$ cat src/rtl/iack_pkg.sv
package iack_pkg;
  localparam int LVL_W = 3;
  localparam int VEC_W = 8;
  localparam int FC_W  = 3;

  localparam logic [FC_W-1:0] FC_CPU_SPACE = '1;

  typedef enum logic {
    ST_IDLE = 1'b0,
    ST_BUS  = 1'b1
  } iack_state_e;

  typedef enum logic [1:0] {
    TERM_NONE = 2'd0,
    TERM_DATA = 2'd1,
    TERM_AUTO = 2'd2,
    TERM_SPUR = 2'd3
  } iack_term_e;
endpackage

$ cat src/rtl/iack_rst_sync.sv
module iack_rst_sync #(
  parameter int STAGES = 2
) (
  input  logic clk,
  input  logic rst_n,
  output logic rst_sync_n
);
  logic [STAGES-1:0] sync_q;

  always_ff @(posedge clk or negedge rst_n) begin
    if (!rst_n) sync_q <= '0;
    else        sync_q <= {sync_q[STAGES-2:0], 1'b1};
  end

  assign rst_sync_n = sync_q[STAGES-1];
endmodule

$ cat src/rtl/iack_ctrl.sv
module iack_ctrl
  import iack_pkg::*;
(
  input  logic clk,
  input  logic rst_n,
  input  logic start_i,
  input  logic level_nz_i,
  input  logic term_any_i,
  output logic busy_o,
  output logic load_lvl_o,
  output logic finish_o
);
  iack_state_e state_q, state_d;

  always_comb begin
    state_d    = state_q;
    load_lvl_o = 1'b0;
    finish_o   = 1'b0;
    case (state_q)
      ST_IDLE: begin
        if (start_i && level_nz_i) begin
          state_d    = ST_BUS;
          load_lvl_o = 1'b1;
        end
      end
      ST_BUS: begin
        if (term_any_i) begin
          state_d  = ST_IDLE;
          finish_o = 1'b1;
        end
      end
      default: state_d = ST_IDLE;
    endcase
  end

  always_ff @(posedge clk or negedge rst_n) begin
    if (!rst_n) state_q <= ST_IDLE;
    else        state_q <= state_d;
  end

  assign busy_o = (state_q == ST_BUS);
endmodule

$ cat src/rtl/iack_addr_gen.sv
module iack_addr_gen
  import iack_pkg::*;
#(
  parameter int ADDR_W = 23
) (
  input  logic              clk,
  input  logic              rst_n,
  input  logic              load_i,
  input  logic [LVL_W-1:0]  level_i,
  input  logic              busy_i,
  output logic [LVL_W-1:0]  level_o,
  output logic [FC_W-1:0]   fc_o,
  output logic [ADDR_W-1:0] addr_o
);
  logic [LVL_W-1:0] lvl_q, lvl_d;

  always_comb begin
    lvl_d = lvl_q;
    if (load_i) lvl_d = level_i;
  end

  always_ff @(posedge clk or negedge rst_n) begin
    if (!rst_n) lvl_q <= '0;
    else        lvl_q <= lvl_d;
  end

  assign level_o = lvl_q;
  assign fc_o    = busy_i ? FC_CPU_SPACE : '0;

  for (genvar i = 0; i < ADDR_W; i++) begin : g_abit
    if (i < LVL_W) begin : g_lvl
      assign addr_o[i] = busy_i & lvl_q[i];
    end else begin : g_one
      assign addr_o[i] = busy_i;
    end
  end
endmodule

$ cat src/rtl/iack_resolve.sv
module iack_resolve
  import iack_pkg::*;
#(
  parameter int AUTO_BASE = 24,
  parameter int SPUR_VEC  = 24
) (
  input  logic             clk,
  input  logic             rst_n,
  input  logic             busy_i,
  input  logic             finish_i,
  input  logic [LVL_W-1:0] level_i,
  input  logic [VEC_W-1:0] dev_data_i,
  input  logic             dev_ack_i,
  input  logic             auto_req_i,
  input  logic             bus_err_i,
  output logic             term_any_o,
  output logic [VEC_W-1:0] vec_o,
  output logic             done_o
);
  localparam logic [VEC_W-1:0] AUTO_B = VEC_W'(AUTO_BASE);
  localparam logic [VEC_W-1:0] SPUR_V = VEC_W'(SPUR_VEC);

  iack_term_e       term;
  logic [VEC_W-1:0] pick;
  logic [VEC_W-1:0] vec_q, vec_d;
  logic             done_q, done_d;

  always_comb begin
    term = TERM_NONE;
    if (busy_i) begin
      if (bus_err_i)       term = TERM_SPUR;
      else if (auto_req_i) term = TERM_AUTO;
      else if (dev_ack_i)  term = TERM_DATA;
    end
  end

  always_comb begin
    case (term)
      TERM_SPUR: pick = SPUR_V;
      TERM_AUTO: pick = AUTO_B + {{(VEC_W-LVL_W){1'b0}}, level_i};
      TERM_DATA: pick = dev_data_i;
      default:   pick = vec_q;
    endcase
  end

  assign term_any_o = (term != TERM_NONE);

  always_comb begin
    vec_d  = vec_q;
    done_d = finish_i;
    if (finish_i) vec_d = pick;
  end

  always_ff @(posedge clk or negedge rst_n) begin
    if (!rst_n) begin
      vec_q  <= '0;
      done_q <= 1'b0;
    end else begin
      vec_q  <= vec_d;
      done_q <= done_d;
    end
  end

  assign vec_o  = vec_q;
  assign done_o = done_q;
endmodule

$ cat src/rtl/iack_vector_gen.sv
module iack_vector_gen
  import iack_pkg::*;
#(
  parameter int ADDR_W    = 23,
  parameter int AUTO_BASE = 24,
  parameter int SPUR_VEC  = 24
) (
  input  logic              clk,
  input  logic              rst_n,
  input  logic              ack_start,
  input  logic [2:0]        ack_level,
  output logic              bus_active,
  output logic [2:0]        bus_fc,
  output logic [ADDR_W-1:0] bus_addr,
  input  logic [7:0]        dev_data,
  input  logic              dev_ack,
  input  logic              auto_req,
  input  logic              bus_err,
  output logic [7:0]        vec_num,
  output logic              vec_done
);
  logic             rst_sync_n;
  logic             busy;
  logic             load_lvl;
  logic             finish;
  logic             term_any;
  logic [LVL_W-1:0] lvl_held;

  iack_rst_sync #(.STAGES(2)) rst_i (
    .clk        (clk),
    .rst_n      (rst_n),
    .rst_sync_n (rst_sync_n)
  );

  iack_ctrl ctrl_i (
    .clk        (clk),
    .rst_n      (rst_sync_n),
    .start_i    (ack_start),
    .level_nz_i (ack_level != '0),
    .term_any_i (term_any),
    .busy_o     (busy),
    .load_lvl_o (load_lvl),
    .finish_o   (finish)
  );

  iack_addr_gen #(.ADDR_W(ADDR_W)) addr_i (
    .clk     (clk),
    .rst_n   (rst_sync_n),
    .load_i  (load_lvl),
    .level_i (ack_level),
    .busy_i  (busy),
    .level_o (lvl_held),
    .fc_o    (bus_fc),
    .addr_o  (bus_addr)
  );

  iack_resolve #(.AUTO_BASE(AUTO_BASE), .SPUR_VEC(SPUR_VEC)) res_i (
    .clk        (clk),
    .rst_n      (rst_sync_n),
    .busy_i     (busy),
    .finish_i   (finish),
    .level_i    (lvl_held),
    .dev_data_i (dev_data),
    .dev_ack_i  (dev_ack),
    .auto_req_i (auto_req),
    .bus_err_i  (bus_err),
    .term_any_o (term_any),
    .vec_o      (vec_num),
    .done_o     (vec_done)
  );

  assign bus_active = busy;
endmodule

$ cat config.mk
export PLATFORM = sky130hd
export DESIGN_NAME = iack_vector_gen
export DESIGN_NICKNAME = d
export VERILOG_FILES = /design/src/rtl/iack_pkg.sv /design/src/rtl/iack_rst_sync.sv /design/src/rtl/iack_ctrl.sv /design/src/rtl/iack_addr_gen.sv /design/src/rtl/iack_resolve.sv /design/src/rtl/iack_vector_gen.sv
export SDC_FILE = /design/constraint.sdc
export NUM_CORES = 1
export LEC_CHECK = 0
export BUFFER_PORTS_ARGS = -buffer_cell sky130_fd_sc_hd__buf_4
export CORE_ASPECT_RATIO = 1.4
export CORE_UTILIZATION = 41
export DETAILED_ROUTE_END_ITERATION = 16
export PLACE_DENSITY = 0.82
export RECOVER_POWER = 100
export SYNTH_ARGS = -nofsm -noshare
export SYNTH_HDL_FRONTEND = slang
export SYNTH_SLANG_ARGS = --single-unit
$ cat constraint.sdc
create_clock -name clk -period 2.2 [get_ports clk]
set_clock_uncertainty 0.2 [all_clocks]
set_input_delay 0.66 -clock clk [delete_from_list [all_inputs] [get_ports clk]]
set_output_delay 0.66 -clock clk [all_outputs]
set_load 0.03 [all_outputs]
Word level (Yosys, flattened, before mapping)
Index checks and enable logic that the tools add are counted.
{ "totals": {"reg_bits": 15, "inputBits": 17, "output_inout_bits": 36, "word_cells": 30} }
{ "op_classes": {"n_addsub": 1, "eq_ne": 3, "n_mux": 12, "bitwise_logic": 4, "n_reduce_logical": 5} }
{ "ops": {"columns": ["cell", "n"], "rows": [
  ["8-bit case mux with 3 select lines", 1],
  ["5-bit by 3-bit adder with 6-bit output (first input constant)", 1],
  ["1-bit 2-to-1 mux", 6],
  ["2-bit 2-to-1 mux", 3],
  ["3-bit nonzero test", 2],
  ["2-bit == test (second input constant)", 2],
  ["1-bit bitwise AND", 3],
  ["3-bit 2-to-1 mux", 1],
  ["2-bit by 1-bit == test with 1-bit output (second input constant)", 1],
  ["1-bit case mux with 2 select lines", 1],
  ["2-bit AND reduction", 1],
  ["2-bit nonzero test", 1],
  ["1-bit logical AND", 1],
  ["1-bit NOT", 1]
]} }

Longest topological paths before layout
Gate-level depths: netlist (run 1).
{ "logic_depth": {"depth_word": 8, "mapped_depth": 8, "depth_no_buf": 7} }

By module
From an unflattened synthesis (run 1), not the netlist that was laid out.
{ "hier_totals": {"cells_unflattened": 84, "area_unflattened_um2": 903.4} }
{ "modules_own_cells": {"columns": ["mod", "n_inst", "cells_per_inst", "area_each_um2", "seq_area_each_um2"], "rows": [
  ["iack_resolve", 1, 43, 493.0, 225.2],
  ["iack_addr_gen", 1, 32, 300.3, 75.1],
  ["iack_rst_sync", 1, 3, 53.8, 50.0],
  ["iack_ctrl", 1, 5, 50.0, 25.0],
  ["iack_vector_gen", 1, 1, 6.3, 0.0]
]} }

Worst setup path after synthesis (run 1)
No wires, ideal clock.
{ "synth_timing": {"path_type": "register to register", "start": "register ctrl_i.state_q, in the netlist ctrl_i.busy_o", "end": "register res_i.vec_q[0], in the netlist res_i.vec_o[0]", "setup_time_ns": 0.076, "arrival_time_ns": 2.094, "t_required_ns": 1.924, "setup_slack_ns": -0.171, "stages_incl_launch_ff": 6, "n_path_buf": 0, "synth_period_minus_slack_ns": 2.371, "path_cell_list": "dfrtp_1 o21ai_0 ha_1 nand2b_1 or2_1 o21ai_1"} }
{ "synth_via": {"elab_chain_cells": 5, "word_cells_on_any_way": 10, "classes_between": "eq/ne: 3; mux: 4; reduce/logical: 3"} }
{ "synth_rtl": {"columns": ["element", "line_no", "rtl"], "rows": [
  ["start, declared", "iack_ctrl.sv:13", "iack_state_e state_q, state_d;"],
  ["start signal, assigned", "iack_ctrl.sv:38", "else state_q <= state_d;"],
  ["2-bit 2-to-1 mux", "iack_resolve.sv:30", "if (busy_i) begin"],
  ["2-bit nonzero test", "iack_resolve.sv:46", "assign term_any_o = (term != TERM_NONE);"],
  ["1-bit 2-to-1 mux", "iack_ctrl.sv:27", "if (term_any_i) begin"],
  ["1-bit 2-to-1 mux", "iack_ctrl.sv:19", "case (state_q)"],
  ["2-bit AND reduction (no line)", null, null],
  ["end signal, assigned", "iack_resolve.sv:59", "vec_q <= vec_d;"],
  ["end, declared", "iack_resolve.sv:25", "logic [VEC_W-1:0] vec_q, vec_d;"]
]} }
Several ways; a longest one is shown, not always the timed one.
A chain may end at the register's enable or synchronous reset.

Worst setup path in the final report (run 1)
{ "layout_timing": {"start": "register ctrl_i.state_q, in the netlist ctrl_i.busy_o", "end": "output port bus_addr[1]"} }
{ "layout_via": {"elab_chain_cells": 1} }
{ "layout_rtl": {"columns": ["element", "line_no", "rtl"], "rows": [
  ["1-bit bitwise AND", "iack_addr_gen.sv:32", "assign addr_o[i] = busy_i & lvl_q[i];"],
  ["end, declared", "iack_vector_gen.sv:14", "output logic [ADDR_W-1:0] bus_addr,"]
]} }
No other way between the ends.

==> results of run 1 <==
path summary, 6_finish.rpt:
kind | from | endpoint | slack [ps] | depth (start not counted)
worst max-delay path | ctrl_i.busy_o | bus_addr[1] | 80 | 2
worst max register to register | ctrl_i.busy_o | res_i.vec_o[1] | 250 | 5
min in group clk | rst_i.sync_q[0] | rst_i.sync_q[1] | 160 | 0
worst min-delay path | rst_i.sync_q[1] | res_i.vec_o[6] | 10 | 0
worst min register to register | rst_i.sync_q[1] | res_i.vec_o[6] | 10 | 0
max in group asynchronous | rst_n | rst_i.sync_q[0] | 1210 | 2
worst max-delay path: cells and delay by family, from the launching register on:
kind          cells  cell delay, ps
simple gates      1             200
flops             1             600
buf+inv           1             180
cells in the final DEF (no fill, tap or decap):
cell,n
buf_4,21
clkbuf_1,14
o31ai_1,1
o21ai_0,11
dlygate4sd3_1,1
conb_1,1
nand2b_1,1
o21a_1,1
a22oi_1,3
dfrtp_4,1
inv_1,3
o21ai_1,1
dfrtp_1,14
ha_1,3
nand2_1,13
and2_1,1
or2_0,1
clkbuf_2,20
nor2b_1,2
clkbuf_4,4
a22o_1,3
a211oi_1,2
and2_0,2
metrics by stage:
stage / setup slack, ps / cell area (sq um) / std cells
2_1_floorplan: 201 / 845 / 89
3_3_place_gp: 121 / 1100 / 140
3_5_place_dp: 30.4 / 1100 / 140
4_1_cts: 21.2 / 1140 / 145
5_1_grt: 16.7 / 1040 / 145
6_report: 77.6 / 1040 / 145
metal layers:
| metal | wire [microns] | part of all wire [%] | up-vias |
|---|---|---|---|
| li1 | - | - | 342 |
| met1 | 646 | 36 | 314 |
| met2 | 966 | 54 | 32 |
| met3 | 111 | 6.2 | 5 |
| met4 | 57 | 3.2 | 0 |
| met5 | 0 | 0 | - |
cell families (layout without fill, tap and decap cells):
kind of cell | Yosys count | count (layout) | share of synthesized area, %
AOI/OAI and AO/OA | 22 | 22 | 16.5
DFF | 15 | 15 | 44.5
other | 1 | 1 | 0.445
adders and majority gates | 3 | 3 | 4.45
buffers and inverters | 28 | 63 | 22.8
and+or+nand+nor | 20 | 20 | 11.3
sequential cells by signal (all words and copies together) (netlist names):
name,flops
addr_i.level_o,3
res_i.done_o,1
res_i.vec_o,8
rst_i.sync_q,2
ctrl_i.busy_o,1
cell type report:
class	count	share of cell area [%]
flip-flops and latches	15	36.5
repair buffers	56	31.2
multi-input cells	46	26.2
clock buffers	4	2.53
well taps	21	2.53
inverters	3	1.08
repair_timing:
action / in CTS / in global routing
setup buffers: 0 / 0
endpoints found under the hold margin: 2 / 0
gates resized for setup: 0 / 1
setup endpoints to repair: 0 / 7
hold buffers: 1 / 0
==> summary.md, run 1 <==
| Metric | Value |
|---|---|
| Core Footprint | 0.00195 sq mm |
| Die height | 55.7 microns |
| CTS root buffer | clkbuf_4 |
| Antenna violations before repair | 0 |
| Post-Syn Instances | 89 |
| Crit path arrival time | 1260 ps |
| Met3 usage | 0.400% |
| Vias in the first global route | 625 |
| Diode count | 0 |
| Seq/Total Area, Yosys | 44.5% |
| Wirelength per Cell | 12.3 microns |
| Setup CP Type | reg -> out |
| Fin. Hold Viols | 0 |
| DRT Pass-1 Iters | 4 |
| Area Growth Syn to Fin | 23.3% |
| Number of buffers created by CTS | 3 |
| Initial Util | 43.3% |
| Die Width | 40.3 microns |
| Commonest cells in the synthesized netlist | 23 x buf_4, 15 x dfrtp_1, 13 x nand2_1, 9 x o21ai_0 |
| Area of the multi-input gates | 273 sq um |
| Syn_nets | 109 |
| Layout cells sized above 1 | 37.1% |
| Syn. warnings | 0 |
| All-layer global routing usage | 17.1% |
| Critical Path Sink Type | output port |
| Max stage delay on crit path | 600 ps |
| Number of synthesized register bits | 15 |
| Post-synth design cell area | 843 sq um |
| Rel. slew slack | 65.6% |
| Max Slew Vio Count | 0 |
| Dpl hpwl | 1.40 mm |
| Final setup fails | 0 |
| Register area | 379 sq um |
| Status | completed |
| WHS | 14.0 ps |
| Final net count | 145 |
| Layout filler cell count | 204 |
| Min cycle time layout | 2120 ps |
| Largest net degree at the start of global routing | 30 |
| Gr busiest metal | met2 |
| Nature of the critical path startpoint | register |
| Largest cells by area after synthesis | dfrtp_1 45%, buf_4 20%, nand2_1 5.8% |
| Drt initial violations | 10 |
| Async S/R FF share, synth | 100% |
| Peak Freq | 471 MHz |
| Worst-Margin Slew | 517 ps |
| Total wire length | 1.78 mm |
| Worst Path Required | 1340 ps |
| CP Max Fanout | 29 |
| Htree depth | 1 |
| Setup TNS | 0 ps |
| CP max stage cell | dfrtp_4 |
| PortBufs | 52 |
| Die Footprint | 0.00224 sq mm |
| First-pass GRT wire length | 2.64 mm |
| Clock slew at reported path FFs | 80 ps |
| Remaining DRCs | 0 |
| Gpl congestion | 0.712 |
| Final Cycle Share | 96.5% |
| Hold Crit Class | reg -> async |
| RSZ-0062 raised after global routing | no |
| Skew-Pair Late Insertion Delay | 280 ps |
| CP Cell Sequence | and2_1 > clkbuf_4 |
| Total grt overflow | 0 |
| Most numerous cell in the Yosys netlist | buf_4 |
| Yosys top cell area share | 44.5% |
| Vias per cell | 4.78 |
| Max-Cap Viols | 0 |
| Syn Area/Cell | 9.48 sq um |
| Fin util | 53.3% |
| Area leader, netlist | dfrtp_1 |
| Met1 usage | 16.4% |
| Number of synthesized flops with an enable pin | 0 |
| Row count | 19 |
| Met2 usage | 31.1% |
| Most used DFF post-synth | dfrtp_1 |
| Final ANT Viol Nets | 0 |
| Worst-case clock buffer depth | 2 |
| CTS tree | built |
| DR vias | 693 |
| Sinks on Clock Net | 15 |
| Yosys cell types | 20 |
| Ports | 53 |
Power of run 1 is left out: the tool's default activity adds up to more than one toggle a clock period on the data nets, which glitch-free logic cannot reach.
==> inputs of run 2 (changes only) <==
- ABC_AREA: unset -> 1
- CORE_UTILIZATION: 41 -> 42
- PLACE_DENSITY: 0.82 -> 0.83
==> summary.md, run 2 <==
| Metric | Value |
|---|---|
| Total wire length | 1.80 mm (+1.2%) |
| Die Width | 40.8 microns (+1.1%) |
| Die Footprint | 0.00229 sq mm (+2.2%) |
| Worst-case clock buffer depth | 2 (unchanged) |
| Row count | 19 (unchanged) |
| Sinks on Clock Net | 15 (unchanged) |
| Commonest cells in the synthesized netlist | 46 x nand2_1, 23 x buf_4, 15 x dfrtp_1, 11 x inv_1, 8 x nand3_1 |
| Remaining DRCs | 0 (unchanged) |
| Number of buffers created by CTS | 3 (unchanged) |
| Largest cells by area after synthesis | dfrtp_1 42%, buf_4 20%, nand2_1 20% |
| Min cycle time layout | 2080 ps (-40.8 ps) |
| Syn Area/Cell | 7.68 sq um (-19%) |
| Setup TNS | 0 ps (unchanged) |
| Setup bufs post-CTS | 0 (unchanged) |
| Commonest non-fill, non-tap cell in the layout | nand2_1 |
| First-pass GRT wire length | 2.95 mm (+12%) |
| Layout filler cell count | 194 (-4.9%) |
| Rel. slew slack | 66.4% (+0.79 points) |
| Yosys top cell area share | 42.5% (-2.0 points) |
| Final setup fails | 0 (unchanged) |
| Largest register FFs | 8 (unchanged) |
| Met2 usage | 29.9% (-1.1 points) |
| Fin. Hold Viols | 0 (unchanged) |
| Gpl congestion | 0.806 (+13%) |
| Final ANT Viol Nets | 0 (unchanged) |
| Max-Cap Viols | 0 (unchanged) |
| Skew-Pair Late Insertion Delay | 290 ps (about the same) |
| Vias per cell | 4.76 (-0.31%) |
| All-layer global routing usage | 18.7% (+1.6 points) |
| Layout cells sized above 1 | 28.9% (-8.2 points) |
| Yosys cell types | 13 (-35%) |
| CTS root buffer | clkbuf_4 |
| Vias in the first global route | 768 (+23%) |
| Setup CP Type | reg -> out |
| Most frequent cells in the layout | 46 x nand2_1, 20 x clkbuf_4, 17 x clkbuf_1, 17 x buf_4, 14 x dfrtp_1 |
| Die height | 56.3 microns (+1.1%) |
| Met1 usage | 20.9% (+4.4 points) |
| Nature of the critical path startpoint | register |
| RSZ-0062 raised after global routing | no |
| Final Cycle Share | 94.6% (-1.9 points) |
| Total grt overflow | 0 (unchanged) |
| Max Slew Vio Count | 0 (unchanged) |
| Dpl hpwl | 1.46 mm (+4.0%) |
| DR vias | 810 (+17%) |
| Diode count | 0 (unchanged) |
| Number of synthesized register bits | 15 (unchanged) |
| Drt initial violations | 10 (unchanged) |
| PortBufs | 52 (unchanged) |
| Worst-Margin Slew | 505 ps (-11.9 ps) |
| Met3 usage | 2.77% (+2.4 points) |
| Number of synthesized flops with an enable pin | 0 (unchanged) |
| Syn. warnings | 0 (unchanged) |
| Core Footprint | 0.00197 sq mm (+1.2%) |
| Peak Freq | 480 MHz (+2.0%) |
| Status | completed |
| Most numerous cell in the Yosys netlist | nand2_1 |
| Crit path arrival time | 1220 ps (-40 ps) |
| Gr busiest metal | met2 |
| Seq/Total Area, Yosys | 42.5% (-2.0 points) |
| Wirelength per Cell | 10.6 microns (-14%) |
| Antenna violations before repair | 0 (unchanged) |
| Worst Path Required | 1340 ps (about the same) |
| Area leader, netlist | dfrtp_1 |
| Initial Util | 44.8% (+1.5 points) |
| Final net count | 170 (+17%) |
| Htree depth | 1 (unchanged) |
| Most used DFF post-synth | dfrtp_1 |
| Area Growth Syn to Fin | 24.6% |
| Syn_nets | 135 (+24%) |
| Clock slew at reported path FFs | 90 ps (about the same) |
| DRT Pass-1 Iters | 5 (+1) |
| CTS tree | built |
| Post-synth design cell area | 883 sq um (+4.7%) |
| Post-Syn Instances | 115 (+29%) |
| Hold Crit Class | reg -> async |
| Largest net degree at the start of global routing | 19 (-37%) |
| CP Max Fanout | 18 (-38%) |
| Critical Path Sink Type | output port |
| Ports | 53 (unchanged) |
| Async S/R FF share, synth | 100% (unchanged) |
## run 2: logic make-up (layout without fill, tap and decap cells)
kind of cell,after synthesis,in the layout,synth area share (%)
AND/OR/NAND/NOR,57,57,26.2
buffers and inverters,37,71,25.5
flip-flops,15,15,42.5
adder cells (fa/ha/maj),3,3,4.25
AO/OA/AOI/OAI,2,2,1.13
other,1,1,0.425
## run 2: stage by stage
step | worst slack (ps) | hold WS [ps] | cell area (sq um) | utilization (%) | instances
after floorplan | 241 | -39.7 | 885 | - | 115
after global placement | 112 | 6.51 | 1130 | 57.4 | 165
after detailed placement | 24.7 | 25.0 | 1130 | 57.4 | 165
after CTS | 94.4 | 25.8 | 1170 | 59.2 | 170
after global routing | 21.2 | 48.3 | 1100 | 55.8 | 170
final | 118 | 9.83 | 1100 | 55.8 | 170
## run 2: critical path: stages (launching register included)
cell,delay (ps)
dfrtp_2,490
buf_4,230
clkbuf_4,210
## run 2: final cells by class
type / instances / area [sq um] / share of cell area (%)
inverter: 13 / 48.8 / 4.43
sequential: 15 / 377 / 34.2
clock buffer: 4 / 26.3 / 2.39
multi-input combinational: 63 / 283 / 25.7
tap: 21 / 26.3 / 2.39
timing repair buffer: 54 / 340 / 30.9
## run 2: metal layers
metal	part of all wire, %	up-vias
li1	-	386
met4	2.5	0
met3	8.2	5
met1	39	373
met2	50	46
met5	0	-
## run 2: repair_timing
item | 4_1_cts | 5_1_grt
endpoints found under the setup margin | 0 | 0
endpoints found under the hold margin | 2 | 0
hold buffers | 1 | 0
resized for setup | 0 | 0
## run 2: worst paths after layout
| path | start | to | slack (ps) | cells after the start |
|---|---|---|---|---|
| setup reg to reg | ctrl_i.busy_o | res_i.vec_o[2] | 270 | 8 |
| setup / recovery | ctrl_i.busy_o | bus_addr[6] | 120 | 2 |
| hold / removal | rst_i.sync_q[1] | addr_i.level_o[1] | 10 | 0 |
| min in group clk | rst_i.sync_q[0] | rst_i.sync_q[1] | 170 | 0 |
| hold reg to reg | rst_i.sync_q[1] | addr_i.level_o[1] | 10 | 0 |
| max in group asynchronous | rst_n | rst_i.sync_q[0] | 1200 | 2 |
Power of run 2 is left out for the same reason.
